[config.mk]
export PLATFORM = sky130hd
export DESIGN_NAME = pcha_top
export DESIGN_NICKNAME = d
export VERILOG_FILES = /design/src/rtl/pcha_pkg.sv /design/src/rtl/pcha_pick.sv /design/src/rtl/pcha_rr_ptrs.sv /design/src/rtl/pcha_top.sv
export SDC_FILE = /design/constraint.sdc
export NUM_CORES = 1
export LEC_CHECK = 0
export ABC_AREA = 1
export BUFFER_PORTS_ARGS = -buffer_cell sky130_fd_sc_hd__buf_2
export CORE_ASPECT_RATIO = 1.1
export CORE_UTILIZATION = 40
export CTS_CLUSTER_SIZE = 24
export DETAILED_ROUTE_END_ITERATION = 12
export SLEW_MARGIN = 10
export SYNTH_ARGS = -nofsm -noshare
export SYNTH_HDL_FRONTEND = slang
export SYNTH_HIERARCHICAL = 1
export SYNTH_SLANG_ARGS = --single-unit
[constraint.sdc]
create_clock -name clk -period 5.7 [get_ports clk]
set_input_delay 1.14 -clock clk [delete_from_list [all_inputs] [get_ports clk]]
set_output_delay 1.14 -clock clk [all_outputs]
set_load 0.1 [all_outputs]
[src/rtl/pcha_pkg.sv]
package pcha_pkg;
    typedef enum logic [2:0] {
        ST_IDLE,
        ST_ARB_A,
        ST_ARB_B,
        ST_RUN,
        ST_PRE_A,
        ST_PRE_B,
        ST_PRUN,
        ST_RESUME
    } pcha_state_e;
endpackage

[src/rtl/pcha_pick.sv]
// Selects one requester out of N, either by highest priority or by
// round-robin search starting from ptr.
module pcha_pick #(
    parameter int N  = 4,
    parameter int PW = 4,
    parameter int IW = (N > 1) ? $clog2(N) : 1
) (
    input  logic [N-1:0]    req,
    input  logic [N*PW-1:0] prio,
    input  logic            rr_mode,
    input  logic [IW-1:0]   ptr,
    output logic            any,
    output logic [IW-1:0]   idx
);
    logic [IW-1:0] cand;
    logic [PW-1:0] best;
    logic          found;

    always_comb begin
        any   = |req;
        idx   = '0;
        best  = '0;
        found = 1'b0;
        cand  = '0;
        if (rr_mode) begin
            // downward scan so the smallest offset from ptr is kept last
            for (int k = N - 1; k >= 0; k--) begin
                cand = ptr + IW'(k);
                if (req[cand]) idx = cand;
            end
        end else begin
            for (int c = 0; c < N; c++) begin
                if (req[c] && (!found || prio[c*PW +: PW] > best)) begin
                    found = 1'b1;
                    best  = prio[c*PW +: PW];
                    idx   = IW'(c);
                end
            end
        end
    end
endmodule

[src/rtl/pcha_rr_ptrs.sv]
// Round-robin start pointers: one for groups, one per group for channels.
module pcha_rr_ptrs #(
    parameter int NGRP = 2,
    parameter int GW   = 1,
    parameter int CW   = 2
) (
    input  logic               clk,
    input  logic               rst_n,
    input  logic               upd,
    input  logic [GW-1:0]      win_g,
    input  logic [CW-1:0]      win_c,
    output logic [GW-1:0]      gptr,
    output logic [NGRP*CW-1:0] cptr
);
    always_ff @(posedge clk) begin
        if (!rst_n)   gptr <= '0;
        else if (upd) gptr <= win_g + GW'(1);
    end

    for (genvar g = 0; g < NGRP; g++) begin : g_ptr
        always_ff @(posedge clk) begin
            if (!rst_n)
                cptr[g*CW +: CW] <= '0;
            else if (upd && win_g == GW'(g))
                cptr[g*CW +: CW] <= win_c + CW'(1);
        end
    end
endmodule

[src/rtl/pcha_top.sv]
module pcha_top
    import pcha_pkg::*;
#(
    parameter int NGRP = 2,
    parameter int CPG  = 4,
    parameter int PW   = 4,
    parameter int GPW  = 2,
    localparam int NCH = NGRP * CPG,
    localparam int GW  = (NGRP > 1) ? $clog2(NGRP) : 1,
    localparam int CW  = (CPG > 1) ? $clog2(CPG) : 1,
    localparam int CHW = GW + CW
) (
    input  logic                clk,
    input  logic                rst_n,
    input  logic [NCH-1:0]      req,
    input  logic [NCH*PW-1:0]   ch_prio,
    input  logic [NGRP*GPW-1:0] grp_prio,
    input  logic [NCH-1:0]      pre_en,
    input  logic                grp_rr,
    input  logic                ch_rr,
    input  logic                done,
    output logic                gnt_valid,
    output logic [CHW-1:0]      gnt_ch,
    output logic [NCH-1:0]      active,
    output logic                suspended,
    output logic [CHW-1:0]      susp_ch,
    output logic                resume
);
    localparam int KW = GPW + PW;

    pcha_state_e        state, nxt;
    logic [NCH-1:0]     act_q;
    logic [CHW-1:0]     run_q, sav_q, win_q;
    logic [NCH-1:0]     eligible;
    logic [NGRP-1:0]    g_any;
    logic [CW-1:0]      g_idx [NGRP];
    logic [GW-1:0]      gptr, cand_g;
    logic [NGRP*CW-1:0] cptr;
    logic               cand_any;
    logic [CHW-1:0]     cand_ch;
    logic [KW-1:0]      cand_key, run_key;
    logic               fixed_all, preempt_hit, grant_upd;

    assign eligible = req & ~act_q;

    for (genvar g = 0; g < NGRP; g++) begin : g_chan
        pcha_pick #(.N(CPG), .PW(PW), .IW(CW)) u_pick (
            .req     (eligible[g*CPG +: CPG]),
            .prio    (ch_prio[g*CPG*PW +: CPG*PW]),
            .rr_mode (ch_rr),
            .ptr     (cptr[g*CW +: CW]),
            .any     (g_any[g]),
            .idx     (g_idx[g])
        );
    end

    pcha_pick #(.N(NGRP), .PW(GPW), .IW(GW)) u_grp (
        .req     (g_any),
        .prio    (grp_prio),
        .rr_mode (grp_rr),
        .ptr     (gptr),
        .any     (cand_any),
        .idx     (cand_g)
    );

    assign cand_ch   = {cand_g, g_idx[cand_g]};
    assign grant_upd = (state == ST_ARB_B) || (state == ST_PRE_B);

    pcha_rr_ptrs #(.NGRP(NGRP), .GW(GW), .CW(CW)) u_ptrs (
        .clk   (clk),
        .rst_n (rst_n),
        .upd   (grant_upd),
        .win_g (win_q[CHW-1:CW]),
        .win_c (win_q[CW-1:0]),
        .gptr  (gptr),
        .cptr  (cptr)
    );

    // {group priority, channel priority} comparison keys
    always_comb begin
        cand_key = {grp_prio[int'(cand_ch[CHW-1:CW])*GPW +: GPW],
                    ch_prio[int'(cand_ch)*PW +: PW]};
        run_key  = {grp_prio[int'(run_q[CHW-1:CW])*GPW +: GPW],
                    ch_prio[int'(run_q)*PW +: PW]};
    end

    assign fixed_all   = !grp_rr && !ch_rr;
    assign preempt_hit = fixed_all && pre_en[run_q] && cand_any
                         && (cand_key > run_key);

    // state register
    always_ff @(posedge clk) begin
        if (!rst_n) state <= ST_IDLE;
        else        state <= nxt;
    end

    // next state
    always_comb begin
        nxt = state;
        unique case (state)
            ST_IDLE:   if (cand_any) nxt = ST_ARB_A;
            ST_ARB_A:  nxt = cand_any ? ST_ARB_B : ST_IDLE;
            ST_ARB_B:  nxt = ST_RUN;
            ST_RUN: begin
                if (done)             nxt = ST_IDLE;
                else if (preempt_hit) nxt = ST_PRE_A;
            end
            ST_PRE_A:  nxt = preempt_hit ? ST_PRE_B : ST_RESUME;
            ST_PRE_B:  nxt = ST_PRUN;
            ST_PRUN:   if (done) nxt = ST_RESUME;
            ST_RESUME: nxt = ST_RUN;
        endcase
    end

    // channel registers
    always_ff @(posedge clk) begin
        if (!rst_n) begin
            act_q <= '0;
            run_q <= '0;
            sav_q <= '0;
            win_q <= '0;
        end else begin
            unique case (state)
                ST_ARB_A, ST_PRE_A: win_q <= cand_ch;
                ST_ARB_B, ST_PRE_B: begin
                    run_q        <= win_q;
                    act_q[win_q] <= 1'b1;
                end
                ST_RUN: begin
                    if (done)             act_q[run_q] <= 1'b0;
                    else if (preempt_hit) sav_q        <= run_q;
                end
                ST_PRUN:   if (done) act_q[run_q] <= 1'b0;
                ST_RESUME: run_q <= sav_q;
                default: ;
            endcase
        end
    end

    // outputs
    always_comb begin
        gnt_valid = (state == ST_RUN) || (state == ST_PRUN);
        gnt_ch    = run_q;
        active    = act_q;
        suspended = (state == ST_PRE_A) || (state == ST_PRE_B) || (state == ST_PRUN);
        susp_ch   = sav_q;
        resume    = (state == ST_RESUME);
    end
endmodule

# == Word level (Yosys, flattened, before mapping) ==
# Cells that the tools add are included.
# op_classes
addsub,9
multipliers,0
div_mod_pow,0
order_cmp,23
eq_ne,11
shift,4
mux,87
bitwise,8
reduce_logical,48
# op_table
operator,count
$shiftx A32 B6 Y4,2
$mux W4,12
$mux W2,21
$mux W1,35
$gt A4 B4 Y1,6
$lt A2 B3 Y1 const B,8
$pmux W3 S7,1
$and A8 B8 Y8,2
$bmux W1 S2,8
$not A8 Y8,2
$pmux W8 S2,1
$logic_and A1 B1 Y1,15
$eq A3 B3 Y1 const B,4
$mux W3,4
$logic_or A1 B1 Y1,11
$logic_not A1 Y1,9
$add A2 B2 Y2 const B,4
$lt A3 B4 Y1 const B,2
$mux W8,1
$or A8 B8 Y8,1
$reduce_or A2 Y1,4
$reduce_or A4 Y1,2
$reduce_or A8 Y1,1
$shiftx A4 B3 Y2,2
21 further kinds,32
# totals
ff_bits,25
latch_bits,0
mem_bits_rw,0
rom_bits,0
in_bits,57
word_cells,198
mem_count,0

# == Logic depth before layout (Yosys ltp) ==
# Gate-level depths: netlist of run 1.
# logic_depth
word_depth,28
mapped_depth,56
depth_no_buf,55

# == Modules after synthesis ==
# The synthesis of run 1 kept the hierarchy.
# modules_own_cells
mod,instances,cells_each,area_per_inst_um2
pcha_top,1,353,1970.6
pcha_pick (g_chan[0].u_pick ...),2,142,737.0
pcha_rr_ptrs,1,35,220.2
pcha_pick (u_grp),1,19,98.8

# == Worst setup path after synthesis of run 1 ==
# Ideal clock, no wire load.
# synth_path
kind,input port to flip-flop
from,input req[4]
to,register state[2]
t_arrival_ns,5.923
required_time_ns,5.585
setup_slack_ns,-0.338
path_stages,52
path_buffers,2
cell_sequence,inv_1 nor2_1 buf_4 nand2_1 ha_1 nand2_1 inv_1 nand2_1 nand2_1 nand2_1 nand2_1 nand2_1 nand2_1 and2_1 ha_1 inv_1 o21bai_1 nand2_1 (+16 left out) inv_1 or2_1 nand2_2 inv_2 buf_6 a21oi_1 o21ai_1 nand3_1 nand2_1 ha_1 nand2_1 nor2_1 nand3_1 and2_0 nand3_1 nand2_1 a21oi_1 nor2_1
# synth_lines
element,line,rtl
"start, declared",pcha_top.sv:15,"input logic [NCH-1:0] req,"
"end signal, assigned",pcha_top.sv:94,else state <= nxt;
"end, declared",pcha_top.sv:31,"pcha_state_e state, nxt;"

==> insert_results.sql, run 1 <==
INSERT INTO impl_metrics (metric_group, metric, value, unit) VALUES
('pwr', 'max-vdd-ir-drop', '0.187', 'mV'),
('global_route', 'grt_max_degree', '26', ''),
('setup_path', 'critical_path.n_buffers_inverters', '8', ''),
('placement', 'placement.cell_area', '0.00473', 'mm^2'),
('sta', 'slew_headroom', '0.537', ''),
('synthesis', 'ys.warnings.count', '6', ''),
('synthesis', 'fraction_of_post_synthesis_cell_area_in_the_top_cell_type_by_area', '0.223', ''),
('setup_path', 'timing.critical_path.to_type', 'flip-flop', ''),
('placement', 'dpl_worst_slack', '-0.999', 'ns'),
('setup_path', 'crit_path_top_delay_cell', 'sky130_fd_sc_hd__ha_2', ''),
('sta', 'post-route-period-util', '1.11', ''),
('floorplanning', 'die_w', '94.5', 'um'),
('cells_and_area', 'drive_gt1_frac', '0.360', ''),
('cells_and_area', 'num_antenna_cells', '0', ''),
('route', 'detailedRoute.firstPassIterationCount', '5', ''),
('synthesis', 'post-synth-top-count-cell', 'sky130_fd_sc_hd__nand2_1', ''),
('job', 'max-cap-violations', '0', ''),
('setup_path', 'timing.reg2reg.worst_path_depth', '51', ''),
('global_route', 'wire_length_of_the_first_global_routing_pass', '21.4', 'mm'),
('hold_path', 'whs_endpoint', 'gnt_ch[1]', ''),
('synthesis', 'synth_flop_cell', 'sky130_fd_sc_hd__dfxtp_1', ''),
('clock_tree', 'cts-root-to-sink-buffers', '2', ''),
('setup_path', 'critical_path.reg2reg.startpoint', 'active[0]', ''),
('route', 'vias_per_cell', '5.08', ''),
('synthesis', 'ys_types', '36', ''),
('placement', 'detailedPlacementHpwl', '10.1', 'mm'),
('global_route', 'met2_usage', '0.476', ''),
('clock_tree', 'cts_tree', 'done', ''),
('hold_path', 'hold_depth', '2', ''),
('sta', 'setup_viol_count_final', '6', ''),
('setup_path', 'timing.critical_path.slowest_cell_delay', '0.33', 'ns'),
('sta', 'fmaxAchievable', '158', 'MHz'),
('route', 'avgRoutedWirePerCell', '14.1', 'um'),
('sta', 'worst_slack', '-0.632', 'ns'),
('hold_path', 'min-delay-path-class', 'flip-flop to flip-flop', ''),
('clock_tree', 'clock_root_buffer', 'sky130_fd_sc_hd__clkbuf_8', ''),
('floorplanning', 'die-height', '104', 'um'),
('cells_and_area', 'area_of_the_multi_input_gates', '0.00326', 'mm^2'),
('pwr', 'static_leak', '3.09', 'nW'),
('outcome', 'failed_checks', 'setup timing', ''),
('sta', 'timing.clock.skew', '0.00644', 'ns'),
('placement', 'dp_cells', '925', ''),
('setup_path', 'cp_data_required_time', '5.88', 'ns'),
('setup_path', 'worstPathArrival', '6.51', 'ns'),
('global_route', 'via_count_of_the_first_global_routing_pass', '4650', ''),
('floorplanning', 'core_region_area', '0.00901', 'mm^2'),
('clock_tree', 'cts.clk_slew.worst_paths', '0.09', 'ns'),
('synthesis', 'synth_area', '0.00376', 'mm^2'),
('setup_path', 'critPathTopFamily', 'simple AND/OR/NAND/NOR gates', ''),
('sta', 'finalHoldViolCount', '0', ''),
('clock_tree', 'insertion_delay_of_the_later_clocked_pin_in_the_worst_skew_pair', '0.27', 'ns'),
('sta', 'grt_setup_unrepaired', 'true', ''),
('clock_tree', 'tritoncts.num_buffers', '3', ''),
('global_route', 'grt_antenna_before_repair', '0', ''),
('synthesis', 'post_synth_inst_count', '691', ''),
('global_route', 'grt.total_usage', '0.271', ''),
('synthesis', 'avgSynthCellArea', '5.45', 'um^2'),
('synthesis', 'synth-seq-cells', '25', ''),
('outcome', 'run_status', 'finished, violations left', ''),
('route', 'detail-route-antenna-nets', '0', ''),
('setup_path', 'worstSetupPathType', 'primary input to flip-flop', ''),
('setup_path', 'regToRegEndpoint', 'state[1]', ''),
('setup_path', 'timing.reg2reg.setup_slack', '-0.07', 'ns'),
('route', 'drcViolationCount', '0', ''),
('cells_and_area', 'fin_area', '0.00552', 'mm^2'),
('synthesis', 'yosys-top-cells-area', 'sky130_fd_sc_hd__nand2_1 (22%), sky130_fd_sc_hd__dfxtp_1 (13%), sky130_fd_sc_hd__inv_1 (12%)', ''),
('cells_and_area', 'num-fill-cells', '858', ''),
('synthesis', 'ys_seq_area_frac', '0.133', ''),
('global_route', 'grtUsageMet1', '0.350', ''),
('clock_tree', 'cts.htree.levels', '1', ''),
('hold_path', 'worstHoldStart', 'susp_ch[1]', '');
[worst max-delay path by stage]
| stage | from | endpoint | slack [ns] | depth (start not counted) |
|---|---|---|---|---|
| 3_3_place_gp | req[0] | state[2] | -0.90 | 51 |
| 6_report | req[0] | state[1] | -0.63 | 53 |
| 2_1_floorplan | req[4] | state[2] | -0.23 | 52 |
| 5_1_grt | req[0] | state[1] | -0.94 | 56 |
| 3_5_place_dp | req[0] | state[2] | -1.0 | 50 |
| 4_1_cts | req[0] | state[2] | -0.47 | 53 |
[flip-flops by register name, indices dropped and copies added (netlist names)]
signal       flops
susp_ch          3
u_ptrs/gptr      1
win_q            3
state            3
gnt_ch           3
u_ptrs/cptr      4
active           8
[metrics by stage]
stage          TNS, ns  hold WS [ns]  power, mW  utilization
2_1_floorplan    -1.09         0.475      0.702            -
3_3_place_gp     -5.23         0.491      0.911        0.525
3_5_place_dp     -5.75         0.490      0.922        0.525
4_1_cts          -2.55         0.507       1.15        0.576
5_1_grt          -5.43         0.541       1.39        0.613
6_report         -3.44         0.510       1.29        0.613
[layout make-up]
type / instances / area share
Timing Repair Buffer: 153 / 0.192
Sequential cell: 25 / 0.0906
Inverter: 129 / 0.0931
Clock buffer: 4 / 0.00816
Tap cell: 114 / 0.0258
Multi-Input combinational cell: 526 / 0.591
[worst min-delay path: cells and delay by family, from the launching register on]
family | cells | cell delay [ns]
flip-flops | 1 | 0.33
AND/OR/NAND/NOR | 1 | 0.07
AO/OA/AOI/OAI | 1 | 0.07
[cell usage in the layout, fill, tap and decap left out, types with 5 or more instances in the layout]
cell	count
sky130_fd_sc_hd__buf_2	71
sky130_fd_sc_hd__a21oi_2	8
sky130_fd_sc_hd__o21bai_1	5
sky130_fd_sc_hd__nand2_2	36
sky130_fd_sc_hd__o21ai_1	12
sky130_fd_sc_hd__and2_4	6
sky130_fd_sc_hd__buf_4	71
sky130_fd_sc_hd__nand2_1	189
sky130_fd_sc_hd__o21ai_0	24
sky130_fd_sc_hd__a21oi_1	20
sky130_fd_sc_hd__nand3_1	48
sky130_fd_sc_hd__nor2_1	56
sky130_fd_sc_hd__and2_1	5
sky130_fd_sc_hd__buf_6	6
sky130_fd_sc_hd__inv_2	15
sky130_fd_sc_hd__ha_4	12
sky130_fd_sc_hd__inv_1	109
sky130_fd_sc_hd__ha_1	18
sky130_fd_sc_hd__nor2_2	8
sky130_fd_sc_hd__nand3_2	14
sky130_fd_sc_hd__o21ai_2	5
sky130_fd_sc_hd__dfxtp_1	25
sky130_fd_sc_hd__nand2_4	20
[power by group]
part	internal, mW	total, mW	switching, mW	leakage, nW
clock	0.0501	0.108	0.0575	0.0228
combinational	0.401	0.954	0.552	2.86
sequential	0.191	0.224	0.0334	0.204
total	0.642	1.29	0.643	3.09
[timing repair]
| action | 4_1_cts | 5_1_grt |
|---|---|---|
| buffers inserted | 12 | 7 |
| pin swaps | 47 | 61 |
| cloned | 2 | 1 |
| resized for setup | 69 | 72 |
| endpoints found under the setup margin | 6 | 6 |
[cell families after synthesis]
group,after synthesis,synth area share
AOI/OAI and AO/OA,100,0.153
DFF,25,0.133
and+or+nand+nor,392,0.448
adders and majority gates,32,0.106
buffers and inverters,142,0.160
[per-layer routing]
metal	wire length (um)	share of wire
met5	0	0
met4	231	0.017
met3	791	0.059
met2	6610	0.49
met1	5740	0.43
Note: power is estimated with default switching activity, not from simulation.
==> run 2, diff against run 1 <==
--- a/config.mk
+++ b/config.mk
@@ -5,12 +5,12 @@
 export SDC_FILE = /design/constraint.sdc
 export NUM_CORES = 1
 export LEC_CHECK = 0
-export ABC_AREA = 1
 export BUFFER_PORTS_ARGS = -buffer_cell sky130_fd_sc_hd__buf_2
 export CORE_ASPECT_RATIO = 1.1
 export CORE_UTILIZATION = 40
 export CTS_CLUSTER_SIZE = 24
 export DETAILED_ROUTE_END_ITERATION = 12
+export MAX_ROUTING_LAYER = met4
 export SLEW_MARGIN = 10
 export SYNTH_ARGS = -nofsm -noshare
 export SYNTH_HDL_FRONTEND = slang
==> run 2 against run 1 <==
  * The run still ends with setup timing left
  * Critical path type unchanged
  * Non-clock buffer count decreased by 15
  * Setup slack got worse by 0.49 ns
  * Area after synthesis decreased by 12%
==> insert_results.sql, run 2 <==
INSERT INTO impl_metrics (metric_group, metric, value, unit) VALUES
('synthesis', 'synth_area_leader_cell', 'sky130_fd_sc_hd__dfxtp_1', ''),
('pwr', 'power_density', '184', 'mW/mm^2'),
('synthesis', 'post_synth_inst_count', '403', ''),
('sta', 'grt_setup_unrepaired', 'true', ''),
('synthesis', 'ys_types', '56', ''),
('job', 'max-cap-violations', '0', ''),
('cells_and_area', 'commonest_non_fill_non_tap_cells_in_the_layout', 'sky130_fd_sc_hd__buf_2 (72), sky130_fd_sc_hd__buf_4 (60), sky130_fd_sc_hd__inv_1 (34), sky130_fd_sc_hd__a21oi_1 (32), sky130_fd_sc_hd__nand2_1 (28)', ''),
('setup_path', 'worstSetupEndpoint', 'susp_ch[0]', ''),
('synthesis', 'synth.top_cells.by_count', 'sky130_fd_sc_hd__nand2_1 (37), sky130_fd_sc_hd__inv_1 (34), sky130_fd_sc_hd__a21oi_1 (32), sky130_fd_sc_hd__ha_1 (32), sky130_fd_sc_hd__nor2_1 (27)', ''),
('global_route', 'grt_max_degree', '23', ''),
('hold_path', 'min-delay-path-class', 'flip-flop to flip-flop', ''),
('route', 'detailedRoute.firstPassIterationCount', '4', ''),
('sta', 'timing.clock.skew', '0.00279', 'ns'),
('setup_path', 'crit_path_top_delay_cell', 'sky130_fd_sc_hd__mux4_2', ''),
('synthesis', 'synth.net_count', '492', ''),
('cells_and_area', 'fin_area', '0.00482', 'mm^2'),
('route', 'vias_per_cell', '5.46', ''),
('clock_tree', 'cts_hold_repair_buffers', '0', ''),
('global_route', 'grt.overflow.total', '0', ''),
('clock_tree', 'cts_tree', 'done', ''),
('synthesis', 'fraction_of_post_synthesis_cell_area_in_the_top_cell_type_by_area', '0.152', ''),
('floorplanning', 'top_level_ports', '74', ''),
('sta', 'setup_viol_count_final', '6', ''),
('clock_tree', 'number_of_clock_sinks', '25', ''),
('setup_path', 'cp-start-kind', 'primary input', ''),
('sta', 'finalHoldViolCount', '0', ''),
('placement', 'detailedPlacementHpwl', '8.44', 'mm'),
('floorplanning', 'core_region_area', '0.00796', 'mm^2'),
('setup_path', 'timing.critical_path.slowest_cell_delay', '0.49', 'ns'),
('route', 'num_vias', '3464', ''),
('route', 'detailroute.wirelength.met2', '5.23', 'mm'),
('sta', 'fmaxAchievable', '147', 'MHz'),
('placement', 'placement.cell_area', '0.00455', 'mm^2'),
('clock_tree', 'cts.clk_slew.worst_paths', '0.09', 'ns'),
('clock_tree', 'clock_root_buffer', 'sky130_fd_sc_hd__clkbuf_8', ''),
('setup_path', 'timing.reg2reg.worst_path_depth', '28', ''),
('synthesis', 'async_flop_share', '0', ''),
('placement', 'dpl_worst_slack', '-1.62', 'ns'),
('sta', 'slew_headroom', '0.392', ''),
('setup_path', 'worst-path-max-fanout', '7', ''),
('clock_tree', 'insertion_delay_of_the_later_clocked_pin_in_the_worst_skew_pair', '0.26', 'ns'),
('setup_path', 'worstPathArrival', '7.02', 'ns'),
('placement', 'place.port_buffers', '73', ''),
('sta', 'worst-slew-pin-transition', '0.911', 'ns'),
('cells_and_area', 'drive_gt1_frac', '0.459', ''),
('synthesis', 'ys_seq_area_frac', '0.152', ''),
('floorplanning', 'dieArea', '0.00861', 'mm^2'),
('setup_path', 'path_common_cell', 'sky130_fd_sc_hd__ha_4', ''),
('clock_tree', 'tritoncts.num_buffers', '3', ''),
('route', 'top_layer_used', 'met4', ''),
('route', 'postRouteWirelength', '10.3', 'mm'),
('sta', 'timing.final.max_slew_violations', '0', ''),
('placement', 'globalplace.congestion', '0.889', ''),
('synthesis', 'synth_area', '0.00330', 'mm^2'),
('cells_and_area', 'num_antenna_cells', '0', ''),
('sta', 'fin_setup_tns', '-6.55', 'ns'),
('outcome', 'run_status', 'finished, violations left', ''),
('setup_path', 'regToRegEndpoint', 'susp_ch[0]', ''),
('global_route', 'via_count_of_the_first_global_routing_pass', '3407', ''),
('clock_tree', 'cts.htree.levels', '1', ''),
('placement', 'dp_cells', '620', ''),
('synthesis', 'synth-seq-cells', '25', ''),
('synthesis', 'ys.warnings.count', '6', ''),
('route', 'm1WireLength', '4.62', 'mm'),
('synthesis', 'yosys-top-cells-area', 'sky130_fd_sc_hd__dfxtp_1 (15%), sky130_fd_sc_hd__ha_1 (12%), sky130_fd_sc_hd__mux4_2 (7.5%)', ''),
('synthesis', 'post-synth-top-count-cell', 'sky130_fd_sc_hd__nand2_1', ''),
('floorplanning', 'die-height', '97.2', 'um'),
('sta', 'worst_slack', '-1.12', 'ns'),
('cells_and_area', 'final_cell_count_no_fill', '635', ''),
('global_route', 'grt.total_usage', '0.254', ''),
('floorplanning', 'die_w', '88.6', 'um'),
('global_route', 'grt_antenna_before_repair', '0', ''),
('route', 'drcViolationCount', '0', ''),
('pwr', 'max-vdd-ir-drop', '0.163', 'mV'),
('cells_and_area', 'synth_to_layout_area_growth', '46.2', '%'),
('synthesis', 'synth_enable_flop_cells', '0', ''),
('floorplanning', 'initial_cell_density_of_the_core', '0.414', ''),
('setup_path', 'timing.critical_path.to_type', 'flip-flop', ''),
('setup_path', 'worstSetupPathType', 'primary input to flip-flop', ''),
('outcome', 'failed_checks', 'setup timing', ''),
('sta', 'period_minus_slack', '6.82', 'ns'),
('cells_and_area', 'layout_net_count', '617', ''),
('route', 'first_iter_violations', '126', ''),
('global_route', 'wire_length_of_the_first_global_routing_pass', '16.9', 'mm'),
('floorplanning', 'std_cell_rows', '34', ''),
('synthesis', 'synth_flop_cell', 'sky130_fd_sc_hd__dfxtp_1', ''),
('sta', 'post-route-period-util', '1.20', ''),
('route', 'avgRoutedWirePerCell', '16.3', 'um'),
('route', 'detailroute.wirelength.met3', '328', 'um'),
('route', 'detail-route-antenna-nets', '0', ''),
('cells_and_area', 'final_util', '0.606', ''),
('setup_path', 'worstSetupStartpoint', 'req[0]', ''),
('synthesis', 'avgSynthCellArea', '8.18', 'um^2'),
('clock_tree', 'cts-root-to-sink-buffers', '2', ''),
('setup_path', 'cp_data_required_time', '5.90', 'ns'),
('pwr', 'static_leak', '2.15', 'nW'),
('setup_path', 'critical_path.reg2reg.startpoint', 'active[0]', ''),
('cells_and_area', 'mostFrequentLayoutCell', 'sky130_fd_sc_hd__buf_2', ''),
('setup_path', 'timing.reg2reg.setup_slack', '-0.52', 'ns'),
('cells_and_area', 'max_reg_flops', '8', '');
==> run 2: final cells by class <==
type / instances / area [um^2]
well taps: 108 / 135
repair buffers: 138 / 896
inverters: 35 / 131
clock buffers: 4 / 45.0
fillers: 719 / 3130
flip-flops and latches: 25 / 500
multi-input cells: 325 / 3110
==> run 2: what timing repair did <==
action,in CTS,in global routing
setup endpoints to repair,6,6
buffers inserted,8,3
resized for setup,13,11
pin swaps,18,19
==> run 2: worst max-delay path, delay by kind of cell <==
family / cells / cell delay, ns
AO/OA/AOI/OAI: 10 / 1.96
adder cells (fa/ha/maj): 4 / 1.03
buffers and inverters: 4 / 0.49
multiplexers: 6 / 1.85
AND/OR/NAND/NOR: 5 / 0.53
==> run 2: worst min path at each step <==
stage / start / to / cells past startpoint
floorplan: u_ptrs/cptr[0] / u_ptrs/cptr[0] / 2
finish: susp_ch[2] / susp_ch[2] / 2
global placement: susp_ch[1] / susp_ch[1] / 2
detailed placement: susp_ch[2] / susp_ch[2] / 2
global route: active[3] / active[3] / 2
CTS: susp_ch[2] / susp_ch[2] / 2
==> run 2: kinds of logic (layout without fill, tap and decap cells) <==
group / after synthesis / in the layout / synth area share
compound gates: 107 / 107 / 0.223
xor+xnor: 2 / 2 / 0.00531
fa+ha+maj: 33 / 33 / 0.125
buf+inv: 53 / 177 / 0.0691
flops: 25 / 25 / 0.152
mux: 57 / 57 / 0.238
simple gates: 126 / 126 / 0.189
==> run 2: routing by layer <==
metal,up-vias,global-route usage
li1,1735,-
met1,1621,0.321
met2,93,0.445
met3,15,0.00850
met4,0,0.0533
met5,-,-
==> run 2: stage by stage <==
step                power (mW)  hold WS (ns)
global route             0.947         0.531
floorplan                0.568         0.503
CTS                      0.864         0.491
detailed placement       0.731         0.477
finish                   0.888         0.490
global placement         0.721         0.479
==> run 2: power breakdown <==
part	total, mW	internal, mW	switching (mW)
Combinational	0.574	0.305	0.269
Clock	0.106	0.0499	0.0560
Sequential	0.208	0.185	0.0238
Total	0.888	0.539	0.349
